### config.mk
export PLATFORM = sky130hd
export DESIGN_NAME = dma_flyby_strobe
export DESIGN_NICKNAME = d
export VERILOG_FILES = /design/src/rtl/dma_flyby_strobe.sv
export SDC_FILE = /design/constraint.sdc
export NUM_CORES = 1
export LEC_CHECK = 0
export CAP_MARGIN = 15
export CORE_MARGIN = 10
export CORE_UTILIZATION = 45
export CTS_BUF_LIST = sky130_fd_sc_hd__clkbuf_8
export CTS_CLUSTER_DIAMETER = 40
export DETAILED_ROUTE_END_ITERATION = 12
export DONT_BUFFER_PORTS = 1
export PLACE_DENSITY = 0.59
export REMOVE_ABC_BUFFERS = 1
export SLEW_MARGIN = 20
export SYNTH_ARGS = -nofsm -noshare
export SYNTH_HDL_FRONTEND = slang
export SYNTH_SLANG_ARGS = --single-unit
### constraint.sdc
create_clock -name clk -period 3.79 [get_ports clk]
set_input_delay 0.758 -clock clk [delete_from_list [all_inputs] [get_ports clk]]
set_output_delay 0.758 -clock clk [all_outputs]
set_load 0.02 [all_outputs]
### src/rtl/dma_flyby_strobe.sv
module dma_flyby_strobe #(
  parameter int DLY_W    = 4,
  parameter int ACT_CLKS = 3
) (
  input  logic             clk,
  input  logic             rst_n,
  input  logic             start,
  input  logic             mem_wr,
  input  logic [DLY_W-1:0] memr_dly,
  output logic             ior_n,
  output logic             iow_n,
  output logic             memr_n,
  output logic             memw_n,
  output logic             done
);

  localparam int AW = $clog2(ACT_CLKS + 1);
  localparam int CW = (DLY_W > AW) ? DLY_W : AW;
  localparam logic [CW-1:0] ACT_LOAD = CW'(ACT_CLKS - 1);

  typedef enum logic [2:0] {S_IDLE, S_LEAD, S_ACT, S_TAIL, S_POST, S_DONE} st_t;

  st_t           st;
  logic [CW-1:0] cnt;
  logic          wr_q;

  always_ff @(posedge clk or negedge rst_n) begin
    if (!rst_n) begin
      st     <= S_IDLE;
      cnt    <= '0;
      wr_q   <= 1'b0;
      ior_n  <= 1'b1;
      iow_n  <= 1'b1;
      memr_n <= 1'b1;
      memw_n <= 1'b1;
      done   <= 1'b0;
    end else begin
      case (st)
        S_IDLE: if (start) begin
          wr_q <= mem_wr;
          if (mem_wr) begin
            ior_n <= 1'b0;
            cnt   <= '0;
            st    <= S_LEAD;
          end else begin
            iow_n <= 1'b0;
            if (memr_dly == '0) begin
              memr_n <= 1'b0;
              cnt    <= ACT_LOAD;
              st     <= S_ACT;
            end else begin
              cnt <= CW'(memr_dly) - CW'(1);
              st  <= S_LEAD;
            end
          end
        end
        S_LEAD: if (cnt == '0) begin
          if (wr_q) memw_n <= 1'b0;
          else      memr_n <= 1'b0;
          cnt <= ACT_LOAD;
          st  <= S_ACT;
        end else begin
          cnt <= cnt - CW'(1);
        end
        S_ACT: if (cnt == '0) begin
          ior_n  <= 1'b1;
          memw_n <= 1'b1;
          iow_n  <= 1'b1;
          st     <= wr_q ? S_POST : S_TAIL;
        end else begin
          cnt <= cnt - CW'(1);
        end
        S_TAIL: begin
          memr_n <= 1'b1;
          st     <= S_POST;
        end
        S_POST: begin
          done <= 1'b1;
          st   <= S_DONE;
        end
        S_DONE: begin
          done <= 1'b0;
          st   <= S_IDLE;
        end
        default: st <= S_IDLE;
      endcase
    end
  end

endmodule

==> impl_metrics.csv, run 1 <==
group,metric,value,unit
outcome,status,"finished, final reports clean",
timing,finalHoldViolCount,0,
synth,synth.distinct_cells,36,
cts,cts_tree,"done",
cts,clkTransAtPathRegs,0.06,ns
cts,cts_max_level,1,
worst_setup_path,startpoint_type,"primary input",
timing,slew_headroom,65.44,%
timing,period_share,50.05,%
power,irDropWorstVdd,0.3988,mV
cts,cts_buffer_depth,2,
timing,fmax,527.1,MHz
final_layout,syn2layout_area_growth,7.331,%
min_path,worstHoldPathType,"primary input to async pin",
cts,clk_latency,0.24,ns
cts,ctsHoldBuffers,0,
cts,cts_buffers,3,
detailed_routing,via_count,717,
die,row_count,15,
global_route,grt_pass1_vias,742,
final_layout,diodes,0,
timing,finalSetupTns,0,ns
placed_design,gp_routability_congestion,0.8009,
synth,synth_commonest_cells,"dfrtp_1, inv_1, nand2_1",
worst_setup_path,ff2ff_setup_slack,1.96,ns
detailed_routing,routedWlPerCell,17.16,microns
cts,post_cts_resized,0,
detailed_routing,dr.pass1.iters,4,
worst_setup_path,end_kind,"register",
timing,finalSetupViolCount,0,
placed_design,placed_cells,115,
synth,syn_inst,93,
detailed_routing,wirelength,2042,microns
worst_setup_path,worstSetupPathType,"primary input to register",
global_route,grt_max_degree,17,
final_layout,nets,107,
synth,synth_top_area_share,26.39,%
global_route,grt_pass1_wl,3505,microns
die,initial_core_util,48.37,%
timing,min_period,1.897,ns
synth,synthTopCellsByArea,"dfrtp_1, dfstp_2, ha_1",
flow_run,max_cap_viol_count,0,
synth,synth_flop_cell,"dfrtp_1",
detailed_routing,drtIter0Drc,22,
worst_setup_path,cp.arrival,2.03,ns
worst_setup_path,cp_max_fo,4,
synth,synth_sequential_area_ratio,38.71,%
timing,rsz0062_at_grt,"no",
synth,synth-warning-count,0,
cts,cts-root-buf,"clkbuf_8",
global_route,grt-ovfl-total,0,
placed_design,port_buffers,0,
die,dieArea,0.004038,sq mm
die,pin_count,13,
detailed_routing,viasPerCell,6.025,
placed_design,placed_area,870.8,sq um
synth,avgSynthCellArea,9.175,sq um
global_route,gr-usage-all-layers,10.50,%
placed_design,dp_hpwl,1545,microns
die,chipWidth,63.55,microns
final_layout,drive_gt1_share,11.70,%
cts,clock-sinks,13,
detailed_routing,drc_errors,0,
synth,post-synth-top-count-cell,"dfrtp_1",
power,p_leak,0.3816,nW
synth,synth_edf_count,0,
worst_setup_path,critPathRequiredTime,3.92,ns
die,die_h,63.55,microns
timing,drv_slew,0,
power,finalPower,0.0008358,W
global_route,antenna_found_initial,0,
cts,post_cts_buffers,0,
final_layout,finish.instance_area,915.9,sq um
timing,worst_slew_pin_slew,0.5185,ns
synth,synth_top_cell_by_area,"dfrtp_1",
synth,synth-seq-cells,13,
synth,synthesis.area,853.3,sq um
power,p_per_area,912.5,mW/mm^2
detailed_routing,ant_nets,0,
synth,async_reset_ff_share,100.0,%
final_layout,finalNonFillerCells,119,
timing,clock_skew,0.0005476,ns
die,core-area,0.001764,sq mm
-- path summary, 6_finish.rpt --
kind	start	to	depth (start not counted)
setup / recovery	memr_dly[0]	cnt[2]$_DFFE_PN0P_	6
hold / removal	rst_n	cnt[1]$_DFFE_PN0P_	0
setup reg to reg	cnt[0]$_DFFE_PN0P_	cnt[3]$_DFFE_PN0P_	6
hold reg to reg	iow_n$_DFFE_PN1P_	iow_n$_DFFE_PN1P_	2
max in group asynchronous	rst_n	memw_n$_DFFE_PN1P_	0
min in group clk	iow_n$_DFFE_PN1P_	iow_n$_DFFE_PN1P_	2
-- worst max-delay path, cell delays in order --
cell	delay (ns)
inv_1	0.06
ha_1	0.14
or3b_2	0.49
o211ai_1	0.18
o32ai_1	0.15
a22o_1	0.25
-- where the power goes --
part / switching, W / internal [W] / leakage, nW
Sequential: 0.000122 / 0.000211 / 0.156
Combinational: 0.000198 / 0.000181 / 0.199
Clock: 0.0000508 / 0.0000716 / 0.0269
Total: 0.000371 / 0.000464 / 0.382
-- metrics by stage --
| step | util (%) | hold WS, ns | setup WS, ns |
|---|---|---|---|
| final | 51.91 | 0.2050 | 1.893 |
| after global routing | 51.91 | 0.1926 | 1.784 |
| after CTS | 51.91 | 0.1998 | 1.890 |
| after detailed placement | 49.36 | 0.4629 | 1.634 |
| after global placement | 49.36 | 0.4629 | 1.679 |
| after floorplan | - | 0.4624 | 1.770 |
-- final cells by class --
type / count / area, sq um
Clock inverter: 1 / 3.754
Inverter: 8 / 30.03
Multi-Input combinational cell: 69 / 479.2
Tap cell: 25 / 31.28
Fill cell: 184 / 848.3
Sequential cell: 13 / 330.3
Clock buffer: 3 / 41.29
-- cells by family after synthesis --
kind of cell    count (synthesis)  share of synthesized area (%)
compound gates                 34                          28.01
xor+xnor                        4                          4.105
fa+ha+maj                       4                          5.865
buf+inv                        11                          5.132
flops                          13                          38.71
mux                             1                          1.173
simple gates                   26                          17.01
-- per-layer routing --
metal | vias up | GRT usage [%] | routed length, microns
li1 | 347 | - | -
met1 | 346 | 12.01 | 901
met2 | 20 | 17.84 | 1016
met3 | 4 | 2.473 | 97
met4 | 0 | 4.918 | 26
met5 | - | 0 | 0
-- layout by cell type (no fill, tap or decap), drive strengths merged --
master,n
a221o,1
a21oi,5
a31oi,2
clkbuf,3
o21ai,5
and2,1
o32a,1
nor2b,1
a21o,2
nor3b,2
xnor2,4
a22o,2
nand4,1
nor2,5
inv,9
a21boi,2
o211ai,4
o32ai,2
ha,4
a22oi,1
mux2i,1
o22ai,3
o21a,1
nand2b,2
nand2,6
dfrtp,9
dfstp,4
nor3,5
or3b,2
o31ai,2
o22a,1
or4,1
-- flip-flops by register name, indices dropped and copies added, names as in the netlist --
| register | count |
|---|---|
| cnt | 4 |
| st | 3 |
| done | 1 |
| ior_n | 1 |
| iow_n | 1 |
| memr_n | 1 |
| memw_n | 1 |
| wr_q | 1 |
(Power assumes the default switching activity.)
==> inputs of run 2 (changes only) <==
PLACE_DENSITY = 0.61   (was 0.59)
clock period = 1.7 ns   (was 3.79 ns; I/O delays follow)
==> impl_metrics.csv, run 2 (synthesized netlist as in run 1, its figures left out) <==
group,metric,value,unit
timing,drv_slew,0,
global_route,grt-ovfl-total,0,
worst_setup_path,cp.arrival,1.83,ns
timing,clock_skew,0.004037,ns
worst_setup_path,cp_cell_sequence,"inv_2 > ha_4 > or3b_4 > a21boi_4 > o32ai_2 > a22o_1",
global_route,use_met2,18.09,%
cts,clkTransAtPathRegs,0.06,ns
cts,clk_latency,0.25,ns
die,chipWidth,63.55,microns
detailed_routing,drc_errors,0,
detailed_routing,dr.pass1.iters,4,
cts,clock-sinks,13,
cts,cts_buffer_depth,2,
final_layout,final_cell_mix,"buf_4, dfrtp_1, inv_1, nand2_1",
timing,finalSetupViolCount,0,
flow_run,max_cap_viol_count,0,
detailed_routing,via_count,751,
die,core-area,0.001764,sq mm
power,p_leak,0.4526,nW
global_route,grt_max_degree,14,
detailed_routing,ant_nets,0,
cts,cts_buffers,3,
global_route,grt.met3_usage,2.827,%
global_route,grt_busiest_layer,"met2",
die,initial_core_util,48.37,%
timing,finalHoldViolCount,0,
global_route,grt_pass1_wl,3387,microns
timing,fmax,590.5,MHz
final_layout,top_regs,"cnt x4, st x3",
timing,slew_headroom,59.37,%
worst_setup_path,cp_slowest_cell,"or3b_4",
global_route,use_met1,11.33,%
die,pin_count,13,
timing,min_period,1.693,ns
timing,setup_ws,0.006612,ns
final_layout,nets,119,
placed_design,post-place-ws,-0.05938,ns
global_route,grt_pass1_vias,728,
min_path,worstHoldPathType,"primary input to register",
global_route,antenna_found_initial,0,
placed_design,port_buffers,0,
die,die_h,63.55,microns
placed_design,dp_hpwl,1623,microns
cts,cts_max_level,1,
final_layout,fin_util,59.65,%
power,irDropWorstVdd,1.115,mV
global_route,gr-usage-all-layers,10.30,%
worst_setup_path,end_kind,"register",
worst_setup_path,startpoint_type,"register",
detailed_routing,drtIter0Drc,19,
worst_setup_path,cp_max_fo,5,
power,p_per_area,2059,mW/mm^2
die,row_count,15,
worst_setup_path,critPathRequiredTime,1.84,ns
detailed_routing,wirelength,2132,microns
final_layout,drive_gt1_share,27.36,%
timing,period_share,99.61,%
final_layout,layout_commonest_cell,"buf_4",
worst_setup_path,worstSetupPathType,"register to register",
cts,cts-root-buf,"clkbuf_8",
final_layout,largest_register_ffs,4,
die,dieArea,0.004038,sq mm
detailed_routing,routedWlPerCell,16.27,microns
worst_setup_path,slowest_delay,0.41,ns
final_layout,diodes,0,
timing,rsz0062_at_grt,"yes",
final_layout,syn2layout_area_growth,23.31,%
outcome,status,"finished, final reports clean",
final_layout,largest-register,"cnt",
timing,worst_slew_pin_slew,0.6074,ns
placed_design,gp_routability_congestion,0.8585,
detailed_routing,viasPerCell,5.733,
cts,cts_tree,"done",
[run 2: metal layers]
metal	wire length (microns)	part of all wire [%]	vias to the layer above
met5	0	0	-
met4	19	0.89	0
met3	87	4.1	2
met2	1122	53	15
met1	902	42	364
li1	-	-	370
[run 2: where the power goes]
part	leakage, nW	total (W)	switching [W]	internal (W)
Combinational	0.271	0.00121	0.000606	0.000603
Sequential	0.156	0.000670	0.000197	0.000473
Clock	0.0255	0.000288	0.000126	0.000162
[run 2: final cells by class]
| class | instances | area (sq um) |
|---|---|---|
| Multi-Input combinational cell | 69 | 518.0 |
| Clock inverter | 1 | 5.005 |
| Inverter | 8 | 30.03 |
| Fill cell | 154 | 711.9 |
| Tap cell | 25 | 31.28 |
| Sequential cell | 13 | 330.3 |
| Clock buffer | 3 | 41.29 |
| Timing Repair Buffer | 12 | 96.34 |
[run 2: per-stage QoR]
step	hold WS, ns	instances	setup TNS [ns]	area, sq um	power, W
final	0.2030	131	0	1052	0.002167
after global routing	0.2209	131	-0.2037	1052	0.002335
after CTS	0.1990	131	0	1017	0.002094
after global placement	0.04499	126	-0.04759	953.4	0.001759
after detailed placement	0.04491	126	-0.06322	953.4	0.001768
after floorplan	0.04441	90	0	839.6	0.001380
[run 2: critical path: cells and delay by family, from the launching register on]
family,cells,cell delay (ns)
simple gates,1,0.41
fa+ha+maj,1,0.13
compound gates,3,0.58
buf+inv,1,0.09
flops,1,0.38
[run 2: timing repair]
action                                  in CTS  in global routing
gates resized for setup                      1                  8
endpoints found under the setup margin       1                  7
setup buffers                                0                  0
hold buffers                                 1                  0
hold endpoints to repair                    13                  0
pin swaps                                    0                  8
[run 2: path summary, 6_finish.rpt]
| kind | slack, ns | depth (start not counted) | start | to |
|---|---|---|---|---|
| setup / recovery | 0.007 | 6 | cnt[1]$_DFFE_PN0P_ | cnt[2]$_DFFE_PN0P_ |
| hold / removal | 0.20 | 1 | mem_wr | st[1]$_DFFE_PN0P_ |
| setup reg to reg | 0.007 | 6 | cnt[1]$_DFFE_PN0P_ | cnt[2]$_DFFE_PN0P_ |
| hold reg to reg | 0.54 | 2 | iow_n$_DFFE_PN1P_ | iow_n$_DFFE_PN1P_ |
| max in group asynchronous | 0.77 | 1 | rst_n | done$_DFFE_PN0P_ |
| min in group asynchronous | 0.54 | 1 | rst_n | cnt[0]$_DFFE_PN0P_ |
==> inputs of run 3 (changes only) <==
CELL_PAD_IN_SITES_DETAIL_PLACEMENT = 0   (was default)
CELL_PAD_IN_SITES_GLOBAL_PLACEMENT = 1   (was default)
CORE_UTILIZATION = 44   (was 45)
PLACE_DENSITY = 0.75   (was 0.61)
==> impl_metrics.csv, run 3 (synthesized netlist as in run 1, its figures left out) <==
group,metric,value,unit
cts,clk_latency,0.25,ns
die,initial_core_util,47.86,%
timing,rsz0062_at_grt,"yes",
power,p_leak,0.4487,nW
worst_setup_path,cp.arrival,1.80,ns
timing,clock_skew,0.001812,ns
detailed_routing,ant_nets,0,
global_route,antenna_found_initial,0,
timing,whs,0.1976,ns
final_layout,diodes,0,
timing,min_period,1.671,ns
worst_setup_path,cp_num_buf_inv,1,
die,core-area,0.001783,sq mm
timing,finalSetupViolCount,0,
cts,cts_buffers,3,
worst_setup_path,cp_cell_sequence,"inv_2 > ha_4 > or3b_4 > a21boi_4 > o32ai_1 > a22o_1",
final_layout,layout_commonest_cell,"buf_4",
global_route,grt_max_degree,14,
detailed_routing,via_count,754,
timing,fmax,598.5,MHz
detailed_routing,drtIter0Drc,36,
worst_setup_path,worstSetupPathType,"register to register",
global_route,grt-ovfl-total,0,
cts,cts_buffer_depth,2,
detailed_routing,routedWlPerCell,15.56,microns
timing,slew_headroom,60.73,%
final_layout,nets,119,
final_layout,top_regs,"cnt x4, st x3",
die,pin_count,13,
worst_setup_path,critPathTopFamily,"compound AO/OA/AOI/OAI gates",
cts,clock-sinks,13,
detailed_routing,viasPerCell,5.756,
power,p_per_area,2037,mW/mm^2
final_layout,syn2layout_area_growth,21.99,%
die,row_count,15,
final_layout,drive_gt1_share,26.42,%
timing,finalHoldViolCount,0,
worst_setup_path,cp_slowest_cell,"or3b_4",
timing,period_share,98.28,%
global_route,grt_pass1_vias,758,
power,irDropWorstVdd,1.024,mV
cts,cts_tree,"done",
worst_setup_path,startpoint_type,"register",
detailed_routing,wirelength,2039,microns
detailed_routing,drc_errors,0,
flow_run,max_cap_viol_count,0,
global_route,gr-usage-all-layers,10.13,%
die,die_h,64.04,microns
placed_design,gp_routability_congestion,0.8165,
worst_setup_path,cp_max_fo,5,
outcome,status,"finished, final reports clean",
final_layout,largest-register,"cnt",
final_layout,final_cell_mix,"buf_4, dfrtp_1, inv_1, nand2_1",
timing,worst_slew_pin_slew,0.5870,ns
die,chipWidth,64.04,microns
final_layout,seqCellArea,331.6,sq um
worst_setup_path,end_kind,"register",
min_path,worstHoldPathType,"primary input to register",
final_layout,fill_cells,157,
power,finalPower,0.002120,W
timing,drv_slew,0,
placed_design,dp_hpwl,1530,microns
global_route,grt_pass1_wl,3422,microns
die,dieArea,0.004101,sq mm
worst_setup_path,slowest_delay,0.41,ns
final_layout,largest_register_ffs,4,
cts,cts-root-buf,"clkbuf_8",
timing,finalSetupTns,0,ns
final_layout,multi_input_area,510.5,sq um
cts,cts_max_level,1,
worst_setup_path,critPathRequiredTime,1.83,ns
placed_design,port_buffers,0,
cts,clkTransAtPathRegs,0.06,ns
detailed_routing,dr.pass1.iters,4,
run 3: cell count changes in the layout (fill, tap and decap cells not counted), sizes merged:
cell	delta
inv	+1
clkinv	-1
run 3: final cells by class:
| type | instances | area share, % |
|---|---|---|
| clock inverters | 1 | 0.3606 |
| inverters | 8 | 2.885 |
| repair buffers | 12 | 8.894 |
| multi-input cells | 69 | 49.04 |
| clock buffers | 3 | 3.966 |
| well taps | 25 | 3.005 |
| flip-flops and latches | 13 | 31.85 |
run 3: final timing paths:
| kind | slack [ns] | end | cells past startpoint | start |
|---|---|---|---|---|
| hold / removal | 0.20 | st[1]$_DFFE_PN0P_ | 1 | mem_wr |
| min in group asynchronous | 0.53 | st[2]$_DFFE_PN0P_ | 1 | rst_n |
| hold reg to reg | 0.55 | memw_n$_DFFE_PN1P_ | 2 | memw_n$_DFFE_PN1P_ |
| max in group asynchronous | 0.75 | st[1]$_DFFE_PN0P_ | 1 | rst_n |
| setup reg to reg | 0.03 | cnt[2]$_DFFE_PN0P_ | 6 | cnt[1]$_DFFE_PN0P_ |
| setup / recovery | 0.03 | cnt[2]$_DFFE_PN0P_ | 6 | cnt[1]$_DFFE_PN0P_ |
run 3: timing repair:
action | 4_1_cts | 5_1_grt
setup endpoints to repair | 1 | 7
setup buffers | 0 | 2
hold buffers | 1 | 0
cloned | 0 | 0
pin swaps | 0 | 7
endpoints found under the hold margin | 13 | 0
gates resized for setup | 0 | 9
run 3: where the power goes:
group          internal, W  switching, W  leakage (nW)  total, W
logic             0.000583      0.000558         0.268   0.00114
registers         0.000473      0.000228         0.154  0.000702
clock network     0.000160      0.000118        0.0269  0.000278
total              0.00122      0.000904         0.449   0.00212
run 3: metal layers:
layer | track usage, % | routed length [microns] | part of all wire [%] | vias to the layer above
met4 | 4.918 | 29 | 1.4 | 0
met2 | 15.17 | 915 | 45 | 27
met1 | 12.40 | 911 | 45 | 357
met5 | 0 | 0 | 0 | -
met3 | 3.833 | 182 | 8.9 | 3
li1 | - | - | - | 367
run 3: through the flow:
stage	util, %	instance area (sq um)	setup slack [ns]	cells
global placement	52.63	938.4	-0.03307	124
CTS	55.72	993.5	-0.003814	129
floorplan	-	839.6	0.06413	90
detailed placement	52.63	938.4	-0.02453	124
finish	58.39	1041	0.02923	131
global route	58.39	1041	-0.02355	131
